$ cat src/rtl/brk_run_pkg.sv
package brk_run_pkg;
  localparam int unsigned CNT_W = 16;
  typedef logic [CNT_W-1:0] run_cnt_t;
endpackage

$ cat src/rtl/brk_mode_ctrl.sv
module brk_mode_ctrl (
  input  logic clk_i,
  input  logic rst_ni,
  input  logic brk_i,
  input  logic resume_i,
  input  logic en_we_i,
  input  logic en_wdata_i,
  output logic debug_o,
  output logic en_o,
  output logic exit_o
);
  logic debug_q, en_q;
  logic enter;

  assign enter  = brk_i & en_q & ~debug_q;
  assign exit_o = resume_i & debug_q;

  always_ff @(posedge clk_i or negedge rst_ni) begin
    if (!rst_ni) begin
      debug_q <= 1'b0;
      en_q    <= 1'b0;
    end else begin
      if (enter)       debug_q <= 1'b1;
      else if (exit_o) debug_q <= 1'b0;
      if (en_we_i)     en_q    <= en_wdata_i;
    end
  end

  assign debug_o = debug_q;
  assign en_o    = en_q;
endmodule

$ cat src/rtl/brk_run_counter.sv
module brk_run_counter #(
  parameter int unsigned W = 16
) (
  input  logic         clk_i,
  input  logic         rst_ni,
  input  logic         run_i,
  input  logic         clear_i,
  output logic [W-1:0] count_o
);
  localparam logic [W-1:0] MAX = {W{1'b1}};
  logic [W-1:0] cnt_q;

  always_ff @(posedge clk_i or negedge rst_ni) begin
    if (!rst_ni)                      cnt_q <= '0;
    else if (clear_i)                 cnt_q <= '0;
    else if (run_i && cnt_q != MAX)   cnt_q <= cnt_q + 1'b1;
  end

  assign count_o = cnt_q;
endmodule

$ cat src/rtl/brk_run_ctrl.sv
module brk_run_ctrl
  import brk_run_pkg::*;
(
  input  logic       clk_i,
  input  logic       rst_ni,
  input  logic       brk_i,
  input  logic       resume_i,
  input  logic       en_we_i,
  input  logic       en_wdata_i,
  output logic       cpu_idle_o,
  output logic       debug_mode_o,
  output run_cnt_t   run_count_o
);
  logic debug, brk_en, exit_dbg;

  brk_mode_ctrl i_mode (
    .clk_i      (clk_i),
    .rst_ni     (rst_ni),
    .brk_i      (brk_i),
    .resume_i   (resume_i),
    .en_we_i    (en_we_i),
    .en_wdata_i (en_wdata_i),
    .debug_o    (debug),
    .en_o       (brk_en),
    .exit_o     (exit_dbg)
  );

  brk_run_counter #(.W(CNT_W)) i_cnt (
    .clk_i   (clk_i),
    .rst_ni  (rst_ni),
    .run_i   (~debug),
    .clear_i (exit_dbg),
    .count_o (run_count_o)
  );

  assign debug_mode_o = debug;
  assign cpu_idle_o   = debug;
endmodule

$ cat config.mk
export PLATFORM = sky130hd
export DESIGN_NAME = brk_run_ctrl
export DESIGN_NICKNAME = d
export VERILOG_FILES = /design/src/rtl/brk_run_pkg.sv /design/src/rtl/brk_mode_ctrl.sv /design/src/rtl/brk_run_counter.sv /design/src/rtl/brk_run_ctrl.sv
export SDC_FILE = /design/constraint.sdc
export NUM_CORES = 1
export LEC_CHECK = 0
export CAP_MARGIN = 15
export CORE_AREA = 2 2 54 56
export CTS_BUF_LIST = sky130_fd_sc_hd__clkbuf_4 sky130_fd_sc_hd__clkbuf_8 sky130_fd_sc_hd__clkbuf_16
export CTS_CLUSTER_DIAMETER = 30
export DETAILED_ROUTE_END_ITERATION = 16
export DIE_AREA = 0 0 56 58
export PLACE_DENSITY = 0.65
export SETUP_SLACK_MARGIN = 0.4
export SLEW_MARGIN = 10
export SYNTH_ARGS = -nofsm -noshare
export SYNTH_HDL_FRONTEND = slang
export SYNTH_SLANG_ARGS = --single-unit
$ cat constraint.sdc
create_clock -name clk_i -period 2.05 [get_ports clk_i]
set_clock_uncertainty 0.05 [all_clocks]
set_input_delay 0.5125 -clock clk_i [delete_from_list [all_inputs] [get_ports clk_i]]
set_output_delay 0.5125 -clock clk_i [all_outputs]
set_load 0.02 [all_outputs]
==> impl_results.md <==
- Total grt overflow: 0
- Internal Pwr Total: 0.7137 mW
- Layout net count: 159
- Sw frac: 0.3723
- Worst path slowest cell: or4_1
- P&R area growth vs syn: 49.26%
- Pleak: 0.7189 nW
- Max Slew Vio Count: 0
- Status: completed
- Area of the multi-input gates: 600.6 µm²
- Synth top area share: 0.4433
- Crit path time final: 1.791 ns
- Layout cells sized above 1: 0.4200
- Antenna violations before repair: 0
- Worst hold start: i_mode.en_o$_DFFE_PN0P_
- Clock root buffer master: clkbuf_4
- # DRC: 0
- Layout Cells excl Fill: 181
- Net switching power: 0.4233 mW
- Clk buf depth: 2
- Largest fanout on the critical path: 5
- Slowest stage delay, CP: 0.46 ns
- Number of synthesized flops with an enable pin: 0
- # diodes: 0
- Slew @ Worst Pin: 0.3432 ns
- Gate Count Post-Synth: 103
- Hold path depth: 1
- Final HPWL DP: 1774 µm
- Synth Register Bits: 18
- Initial Utilization: 0.3816
- Hold buffers post-CTS: 0
- Placer Congestion: 0.8105
- Max cap viols: 0
- R2R setup slack: 0.26 ns
- Worst setup SP type: flop
- Crit share post-route: 0.8736
- Max transition margin: 0.7706
- DIE WIDTH: 56 µm
- Die height: 58 µm
- PortBufs: 23
- Num rows: 19
- Start of the worst register-to-register path: i_cnt.count_o[0]$_DFFE_PN0P_
- Clock share of power: 0.152
- Synth top cells by count: dfrtp_1 (18), nand2_1 (11), nand3_1 (11)
- Drt wl/cell: 15.18 µm
- Synth Flop Type: dfrtp_1
- Maximum clock rate: 558.4 MHz
- I/O pin count: 24
- Placeable core area: 2663 µm²
- Synth unique cells: 34
- TNS Setup: 0 ns
- Req. time, crit path: 2.21 ns
- Number of vias per cell: 5.674
- Final setup viols: 0
- Combinational share of power: 0.417
- FF-to-FF End: i_cnt.count_o[7]$_DFFE_PN0P_
- Fillers: 250
- Worst setup EP type: flop
- Initial DRC Count: 20
- Max VDD drop: 0.0005460 V
- Most frequent CP cell: buf_4
- Avg Cell Area, Syn: 9.864 µm²
- Drt total wl: 2748 µm
- Hold WC Path Type: flop to flop
- # placed instances: 159
- Top cells by area, synth: dfrtp_1 (44%), nand3_1 (5.4%), nand2_1 (4.1%)
- PD cells: 749.8 nW/µm²
- Final ANT Viol Nets: 0
- Sequential fraction of the synthesis area: 0.4433
- Yosys warnings: 0
- Hold Crit Endpoint: i_mode.en_o$_DFFE_PN0P_
- Syn Nets: 110
- Reg power frac: 0.431
- Die ar.: 3248 µm²
- Clock Latency Late Sink: 0.29 ns
- FF+latch area: 470.5 µm²
- RSZ-0062 raised after global routing: true
- Ys async rst share: 1.000
- Setup CP Type: flop to flop
- Synth Cell Area: 1016 µm²
- Pin count of the biggest net entering global routing: 19
- DR pass1 iterations: 4
- Yosys top cell by area: dfrtp_1
- CTS buffer count: 3
- WP data arrival: 1.95 ns
- Via count: 1027
- Clk slew on worst S/H paths: 0.09 ns
- CP cell instances: ha_4, nand4_4, buf_4, o41ai_4, buf_4, or4_1, a21oi_1
- Worst R2R Path Depth: 7
- H-tree levels: 1
- Most common cell in the netlist: dfrtp_1
- Sink Count: 18
- Global-route wire length before repair: 4485 µm
- Vias in the first global route: 974
- CTS tree: built
- Fin. Hold Viols: 0
- Global Route Usage Sum: 0.1748
[placed cells by master (no fill, tap or decap), types with 2 or more instances in the layout]
cell,count
nand2b_1,2
clkdlybuf4s50_1,5
mux2i_1,4
o31ai_1,2
dfrtp_1,2
o211a_1,2
buf_6,2
a21oi_1,4
nor3_1,3
and3_1,2
o21ai_0,3
nor4_1,3
and3_4,2
dfrtp_2,16
nand2_1,10
clkbuf_2,6
nand3_1,9
clkdlybuf4s15_1,7
dlygate4sd2_1,4
nand4_1,4
buf_4,21
clkbuf_4,3
and2_1,2
nand3_2,2
a211o_1,4
nor2_1,3
and4_1,3
[routing by layer]
metal | part of all wire | track usage
met2 | 0.51 | 0.2992
met5 | 0 | 0
met1 | 0.44 | 0.2264
met4 | 0.015 | 0.05102
met3 | 0.041 | 0.03348
[critical path: cells and delay by family (launching register included)]
kind / cells / cell delay (ns)
AND/OR/NAND/NOR: 2 / 0.53
flip-flops: 1 / 0.44
buffers and inverters: 2 / 0.30
AO/OA/AOI/OAI: 2 / 0.22
adder cells (fa/ha/maj): 1 / 0.18
[cells by family (layout without fill, tap and decap cells)]
logic type	count (synthesis)	after routing	synth area share
and+or+nand+nor	52	52	0.2820
AOI/OAI and AO/OA	23	23	0.1860
DFF	18	18	0.4433
muxes	5	5	0.05049
buffers and inverters	4	51	0.02586
adders and majority gates	1	1	0.01231
[layout make-up]
cell class,instances,area share
Multi-Input combinational cell,81,0.3960
Sequential cell,18,0.3102
Timing Repair Buffer,46,0.2484
Tap cell,31,0.02558
Clock buffer,3,0.01485
Inverter,2,0.004951
[power by group through the flow]
stage               combinational, mW  clock [mW]  sequential, mW
floorplan                       0.163           0           0.555
global placement                0.355           0           0.512
detailed placement              0.359           0           0.516
CTS                             0.413       0.179           0.497
global route                    0.515       0.193           0.499
finish                          0.475       0.172           0.490
[worst max-delay path by stage]
stage	cells after the start	start	endpoint
3_5_place_dp	4	resume_i	i_cnt.count_o[15]$_DFFE_PN0P_
6_report	7	i_cnt.count_o[0]$_DFFE_PN0P_	i_cnt.count_o[7]$_DFFE_PN0P_
4_1_cts	6	i_cnt.count_o[0]$_DFFE_PN0P_	i_cnt.count_o[4]$_DFFE_PN0P_
5_1_grt	7	i_cnt.count_o[0]$_DFFE_PN0P_	i_cnt.count_o[7]$_DFFE_PN0P_
3_3_place_gp	4	resume_i	i_cnt.count_o[15]$_DFFE_PN0P_
2_1_floorplan	5	i_cnt.count_o[13]$_DFFE_PN0P_	i_cnt.count_o[13]$_DFFE_PN0P_
[per-stage QoR]
stage	area [µm²]	setup slack, ns	hold slack, ns	utilization	power, mW
after floorplan	1062	0.2713	0.1669	-	0.7184
after global placement	1343	0.1840	0.4425	0.5042	0.8678
after detailed placement	1343	0.1484	0.4542	0.5042	0.8750
after CTS	1458	0.2820	0.4768	0.5475	1.088
after global routing	1516	0.2088	0.4927	0.5695	1.208
final	1516	0.2592	0.4690	0.5695	1.137
[state kept, by name, indices dropped and copies added, names as in the netlist]
| signal | cells |
|---|---|
| i_cnt.count_o | 16 |
| i_mode.debug_o | 1 |
| i_mode.en_o | 1 |
[repair_timing]
item / in CTS / in global routing
endpoints found under the setup margin: 32 / 28
pin swaps: 8 / 8
resized for setup: 32 / 21
buffers inserted: 12 / 7
cloned: 0 / 0
Note: power is estimated with default switching activity, not from simulation.
